### config.mk
export PLATFORM = sky130hd
export DESIGN_NAME = gen_cooldown_stop
export DESIGN_NICKNAME = d
export VERILOG_FILES = /design/src/rtl/gcs_pkg.sv /design/src/rtl/gcs_rst_sync.sv /design/src/rtl/gcs_tick_counter.sv /design/src/rtl/gcs_cooldown.sv /design/src/rtl/gcs_stop_latch.sv /design/src/rtl/gen_cooldown_stop.sv
export SDC_FILE = /design/constraint.sdc
export NUM_CORES = 1
export LEC_CHECK = 0
export CAP_MARGIN = 20
export CELL_PAD_IN_SITES_DETAIL_PLACEMENT = 1
export CELL_PAD_IN_SITES_GLOBAL_PLACEMENT = 1
export CORE_MARGIN = 2
export CORE_UTILIZATION = 49
export CTS_CLUSTER_DIAMETER = 100
export DETAILED_ROUTE_END_ITERATION = 12
export HOLD_SLACK_MARGIN = 0.03
export PLACE_DENSITY_LB_ADDON = 0.1
export SETUP_SLACK_MARGIN = 0.2
export SYNTH_ARGS = -nofsm -noshare
export SYNTH_HDL_FRONTEND = slang
export SYNTH_HIERARCHICAL = 1
export SYNTH_SLANG_ARGS = --single-unit
export TNS_END_PERCENT = 1
### constraint.sdc
create_clock -name clk -period 5.3 [get_ports clk]
set_input_delay 1.06 -clock clk [delete_from_list [all_inputs] [get_ports clk]]
set_output_delay 1.06 -clock clk [all_outputs]
set_load 0.02 [all_outputs]
### src/rtl/gcs_pkg.sv
package gcs_pkg;
  typedef enum logic [1:0] {
    CD_IDLE   = 2'd0,
    CD_COOL   = 2'd1,
    CD_STROBE = 2'd2
  } cd_state_t;
endpackage

### src/rtl/gcs_rst_sync.sv
module gcs_rst_sync #(
  parameter int STAGES = 2
) (
  input  logic clk,
  input  logic rst_n,
  output logic rst_sync_n
);
  logic [STAGES-1:0] sync_q;

  always_ff @(posedge clk or negedge rst_n) begin
    if (!rst_n) sync_q <= '0;
    else        sync_q <= {sync_q[STAGES-2:0], 1'b1};
  end

  assign rst_sync_n = sync_q[STAGES-1];
endmodule

### src/rtl/gcs_tick_counter.sv
module gcs_tick_counter #(
  parameter int W = 8
) (
  input  logic         clk,
  input  logic         rst_n,
  input  logic         clr,
  input  logic         inc,
  output logic [W-1:0] cnt
);
  logic [W-1:0] cnt_d;

  always_comb begin
    cnt_d = cnt;
    if (clr)      cnt_d = '0;
    else if (inc) cnt_d = cnt + W'(1);
  end

  always_ff @(posedge clk or negedge rst_n) begin
    if (!rst_n) cnt <= '0;
    else        cnt <= cnt_d;
  end
endmodule

### src/rtl/gcs_cooldown.sv
module gcs_cooldown
  import gcs_pkg::*;
#(
  parameter int COOL_TICKS   = 30000,
  parameter int STROBE_TICKS = 11
) (
  input  logic clk,
  input  logic rst_n,
  input  logic arm,
  input  logic abort,
  input  logic ms_tick,
  output logic strobe,
  output logic cool_active
);
  localparam int MAXT = (COOL_TICKS > STROBE_TICKS) ? COOL_TICKS : STROBE_TICKS;
  localparam int CW   = $clog2(MAXT + 1);

  cd_state_t    state_q, state_d;
  logic [CW-1:0] cnt;
  logic          cnt_clr, cnt_inc;

  gcs_tick_counter #(.W(CW)) u_cnt (
    .clk   (clk),
    .rst_n (rst_n),
    .clr   (cnt_clr),
    .inc   (cnt_inc),
    .cnt   (cnt)
  );

  always_comb begin
    state_d = state_q;
    cnt_clr = 1'b0;
    cnt_inc = 1'b0;
    unique case (state_q)
      CD_IDLE: begin
        cnt_clr = 1'b1;
        if (arm && !abort) state_d = CD_COOL;
      end
      CD_COOL: begin
        if (abort) begin
          state_d = CD_IDLE;
          cnt_clr = 1'b1;
        end else if (ms_tick) begin
          if (cnt == CW'(COOL_TICKS - 1)) begin
            state_d = CD_STROBE;
            cnt_clr = 1'b1;
          end else begin
            cnt_inc = 1'b1;
          end
        end
      end
      CD_STROBE: begin
        if (abort) begin
          state_d = CD_IDLE;
          cnt_clr = 1'b1;
        end else if (ms_tick) begin
          if (cnt == CW'(STROBE_TICKS - 1)) begin
            state_d = CD_IDLE;
            cnt_clr = 1'b1;
          end else begin
            cnt_inc = 1'b1;
          end
        end
      end
      default: begin
        state_d = CD_IDLE;
        cnt_clr = 1'b1;
      end
    endcase
  end

  always_ff @(posedge clk or negedge rst_n) begin
    if (!rst_n) state_q <= CD_IDLE;
    else        state_q <= state_d;
  end

  assign strobe      = (state_q == CD_STROBE);
  assign cool_active = (state_q == CD_COOL);
endmodule

### src/rtl/gcs_stop_latch.sv
module gcs_stop_latch #(
  parameter int HOLD_W       = 16,
  parameter int HOLD_DEFAULT = 13000
) (
  input  logic              clk,
  input  logic              rst_n,
  input  logic              set_req,
  input  logic              force_clr,
  input  logic              eng_run,
  input  logic              ms_tick,
  input  logic [HOLD_W-1:0] hold_ticks,
  output logic              latched,
  output logic              hold_done
);
  localparam logic [HOLD_W-1:0] DEF_HOLD = HOLD_W'(HOLD_DEFAULT);

  logic              latched_d;
  logic [HOLD_W-1:0] target_q, target_d;
  logic [HOLD_W-1:0] cnt;
  logic              cnt_clr, cnt_inc, setting;

  gcs_tick_counter #(.W(HOLD_W)) u_hold_cnt (
    .clk   (clk),
    .rst_n (rst_n),
    .clr   (cnt_clr),
    .inc   (cnt_inc),
    .cnt   (cnt)
  );

  assign hold_done = latched && (cnt >= target_q);
  assign setting   = !force_clr && !latched && set_req;

  always_comb begin
    latched_d = latched;
    target_d  = target_q;
    cnt_clr   = 1'b0;
    cnt_inc   = 1'b0;
    if (force_clr) begin
      latched_d = 1'b0;
      cnt_clr   = 1'b1;
    end else if (setting) begin
      latched_d = 1'b1;
      target_d  = (hold_ticks == '0) ? DEF_HOLD : hold_ticks;
      cnt_clr   = 1'b1;
    end else if (latched) begin
      if (hold_done) begin
        if (!eng_run) begin
          latched_d = 1'b0;
          cnt_clr   = 1'b1;
        end
      end else if (ms_tick) begin
        cnt_inc = 1'b1;
      end
    end
  end

  always_ff @(posedge clk or negedge rst_n) begin
    if (!rst_n) begin
      latched  <= 1'b0;
      target_q <= '0;
    end else begin
      latched  <= latched_d;
      target_q <= target_d;
    end
  end
endmodule

### src/rtl/gen_cooldown_stop.sv
module gen_cooldown_stop #(
  parameter int COOL_TICKS   = 30000,
  parameter int STROBE_TICKS = 11,
  parameter int HOLD_W       = 16,
  parameter int HOLD_DEFAULT = 13000
) (
  input  logic              clk,
  input  logic              rst_n,
  input  logic              auto_mode,
  input  logic              mains_ok,
  input  logic              eng_run,
  input  logic              auto_entry,
  input  logic              ms_tick,
  input  logic [HOLD_W-1:0] hold_ticks,
  output logic              stop_drive,
  output logic              cool_active,
  output logic              stop_overrun
);
  logic rst_i_n;
  logic mains_q;
  logic arm, abort, strobe, hold_done;

  gcs_rst_sync #(.STAGES(2)) u_rst (
    .clk        (clk),
    .rst_n      (rst_n),
    .rst_sync_n (rst_i_n)
  );

  always_ff @(posedge clk or negedge rst_i_n) begin
    if (!rst_i_n) mains_q <= 1'b1;
    else          mains_q <= mains_ok;
  end

  assign arm   = mains_ok && !mains_q && auto_mode && eng_run;
  assign abort = !mains_ok || !auto_mode || auto_entry;

  gcs_cooldown #(
    .COOL_TICKS   (COOL_TICKS),
    .STROBE_TICKS (STROBE_TICKS)
  ) u_cool (
    .clk         (clk),
    .rst_n       (rst_i_n),
    .arm         (arm),
    .abort       (abort),
    .ms_tick     (ms_tick),
    .strobe      (strobe),
    .cool_active (cool_active)
  );

  gcs_stop_latch #(
    .HOLD_W       (HOLD_W),
    .HOLD_DEFAULT (HOLD_DEFAULT)
  ) u_latch (
    .clk        (clk),
    .rst_n      (rst_i_n),
    .set_req    (strobe && eng_run && auto_mode),
    .force_clr  (auto_entry),
    .eng_run    (eng_run),
    .ms_tick    (ms_tick),
    .hold_ticks (hold_ticks),
    .latched    (stop_drive),
    .hold_done  (hold_done)
  );

  assign stop_overrun = hold_done && eng_run;
endmodule

==> summary.md <==
| Metric | Value |
|---|---|
| Outcome | complete, no violations |
| Worst setup EP type | primary output |
| Crit share post-route | approximately three quarters |
| 1st-pass router iterations | 4 |
| Routability Congestion | 0.8496 |
| Max-slew headroom | 41.17% |
| Syn Area/Cell | 10.11 um^2 |
| Final Util | between 50% and 60% |
| Postcts setup bufs | 0 |
| Pleak | 0.001478 uW |
| Die height | approximately 85 um |
| CTS tree | built |
| Number of remaining DRC errors | 0 |
| Nets | 388 |
| DR iter-0 viols | 62 |
| IO buf count | 25 |
| HP Class | reg -> async |
| Worst reg2reg startpoint | u_cool/u_cnt/cnt[6] |
| Post-synthesis sequential area ratio | around 41% |
| Pin count of the biggest net entering global routing | 42 |
| # Max-Cap Violations | 0 |
| Cell count after synthesis | 317 |
| Worst-case vdd ir drop | 0.0001499 V |
| Max Buffers Root-to-Sink | 2 |
| Cell taking the most area after synthesis | dfrtp_1 |
| Hold-fix buffer count after cts | 0 |
| Syn Nets | 362 |
| Initial Util | 50.46% |
| Fin crit period | 3885 ps |
| R2r endpoint | u_cool/u_cnt/cnt[13] |
| Clock sinks | 53 |
| Top cells by area, synth | dfrtp_1 41%, ha_1 8.6%, nor2_1 3.5% |
| HPWL Detailed | between 5 and 6 mm |
| Post_cts resized | 0 |
| Met1 Track Usage GR | 32.62% |
| Worst Max-Slew Pin Slew | slightly below 900 ps |
| Post-synth EDFFs | 0 |
| Distinct cells, synth | 53 |
| Worst Path Class, Setup | reg -> out |
| Ant. Diodes | 0 |
| Critical Path AT | approximately 2800 ps |
| Area share of the largest cell type after synthesis | about two fifths |
| Main flop type after synthesis | dfrtp_1 |
| Reg-to-reg slack, setup | ~1700 ps |
| Total grt overflow | 0 |
| PwrDens | 218.6 mW/mm^2 |
| Max-slew violation count | 0 |
| Synthesized flop and latch total | 53 |
| Mapped Area | 0.003204 mm^2 |
| FF-to-FF path depth | 7 |
| Final Skew | 5.725 ps |
| Post-DRT Antenna Nets | 0 |
| Routed WL | approximately 7.3 mm |
| GRT Util Overall | 21.77% |
| Io pins | 26 |
| Core Footprint | approximately 0.0063 mm^2 |
| Met3 Use GR | 3.891% |
| Inserted Clock Buffers | 5 |
| WL per Instance | 17.40 um |
| Final TNS setup | 0 ps |
| First-pass GRT wire length | 12.55 mm |
| Via count | between 2000 and 2500 |
| Total number of yosys warnings | 6 |
| Root buf cell | clkbuf_8 |
| CTS HTree Levels | 2 |
| Die Span X | 84.87 um |
| Layout cells sized above 1 | 11.63% |
| CTS clock-pin slew for the worst setup and hold paths | 100 ps |
| Most Used Layer, Global Route | met2 |
| Initial antenna violation count | 0 |
| Clock latency at the later pin of the worst-skew pair | 310 ps |
| CP Launch Type | flip-flop |
| CP required | 4240 ps |
| Unrepaired setup endpoints after global routing | no |
| FILL cells | 721 |
| Area of the die | 0.007202 mm^2 |
| Synth-to-layout area growth | 13.28% |
| Asr flop ratio synth | 100.0% |
| Final setup violation count | 0 |
| Vias in the first global route | 2538 |
| Row count | 29 |
| Critical Path Fanout Max | 6 |
| Via density per instance | 5.841 |
| Final hold vios | 0 |
| Crit path launch | u_latch/u_hold_cnt/cnt[0] |
| GR met2 Demand/Resource | 32.71% |
| F_max | 0.2574 GHz |
[placed cells by master, fill, tap and decap left out, drive strengths merged, types with 4 or more instances in the layout]
cell | netlist | final
xnor2 | 8 | 8
or3 | 6 | 6
nor2b | 7 | 7
ha | 22 | 22
dfrtp | 52 | 52
or4 | 6 | 6
xor2 | 6 | 6
nor4 | 14 | 14
inv | 26 | 26
o22a | 6 | 6
nor2 | 30 | 30
clkbuf | 5 | 5
o21ai | 18 | 18
nand4 | 19 | 19
buf | 5 | 4
mux2 | 9 | 9
a21oi | 14 | 14
nand2 | 21 | 21
clkdlybuf4s50 | 0 | 25
nand3 | 7 | 7
[Yosys cell counts, types with 7 or more instances]
cell type   n
nor2b_1     7
a21oi_1    14
inv_1      26
nand4_1    17
dfrtp_1    52
ha_1       22
nor4_1      8
o21ai_1    12
nor2_1     30
nand2_1    21
xnor2_1     8
[critical path, cell delays in order (launching register included)]
cell and delay [ps]:
dfrtp_1 490, inv_1 80, ha_1 290, nand2b_4 150
a2111oi_4 320, nand3b_1 170, nand4_2 160, and2_1 190
and2_1 140, clkdlybuf4s50_1 520
[how the worst max path moves through the flow]
stage	to	slack, ps	cells after the start
floorplan	u_cool/u_cnt/cnt[12]	2370	10
global placement	u_cool/u_cnt/cnt[13]	1580	9
finish	stop_overrun	1420	9
CTS	stop_overrun	1390	9
detailed placement	u_cool/u_cnt/cnt[13]	1430	9
global route	stop_overrun	1260	9
[logic make-up (layout without fill, tap and decap cells)]
family	count (synthesis)	in the layout	share of synthesized area [%]
other	1	1	0.1170
buffers and inverters	36	63	5.154
adder cells (fa/ha/maj)	22	22	8.590
AND/OR/NAND/NOR	127	127	23.94
AO/OA/AOI/OAI	53	53	12.93
multiplexers	11	11	4.022
flip-flops	53	53	41.43
XOR/XNOR	14	14	3.827
[state kept, by name, summed over array words and instances (netlist names)]
register / flops
mains_q: 1
u_cool/state_q: 2
u_cool/u_cnt/cnt: 15
u_latch/latched: 1
u_latch/target_q: 16
u_latch/u_hold_cnt/cnt: 16
u_rst/sync_q: 2
[final cells by class]
| cell class | count | area [um^2] | area share [%] |
|---|---|---|---|
| Clock buffer | 5 | 68.82 | 1.896 |
| Clock inverter | 3 | 46.29 | 1.275 |
| Inverter | 26 | 97.59 | 2.689 |
| Multi-Input combinational cell | 228 | 1712 | 47.16 |
| Sequential cell | 53 | 1329 | 36.61 |
| Tap cell | 77 | 96.34 | 2.654 |
| Timing Repair Buffer | 29 | 280.3 | 7.721 |
[per-stage QoR]
| stage | hold slack, ps | setup WS, ps | cell area (um^2) | total power [uW] | cells |
|---|---|---|---|---|---|
| after detailed placement | 148.4 | 1425 | 3515 | 523.3 | 413 |
| after global placement | 140.8 | 1580 | 3515 | 521.7 | 413 |
| after floorplan | 331.2 | 2371 | 3204 | 482.3 | 317 |
| final | 142.8 | 1415 | 3630 | 793.4 | 421 |
| after CTS | 158.9 | 1390 | 3630 | 807.5 | 421 |
| after global routing | 167.3 | 1263 | 3630 | 833.0 | 421 |
[power breakdown]
part / internal, uW / switching [uW]
logic: 48.5 / 52.0
registers: 410 / 5.28
clock network: 141 / 136
total: 600 / 194
[metal layers]
| layer | up-vias | part of all wire, % | routed length [um] |
|---|---|---|---|
| met5 | - | 0 | 0 |
| met3 | 7 | 3.8 | 282 |
| met4 | 0 | 0.78 | 57 |
| met1 | 1218 | 50 | 3646 |
| met2 | 45 | 46 | 3341 |
| li1 | 1189 | - | - |
No activity file was read; power rests on OpenSTA's default activity.
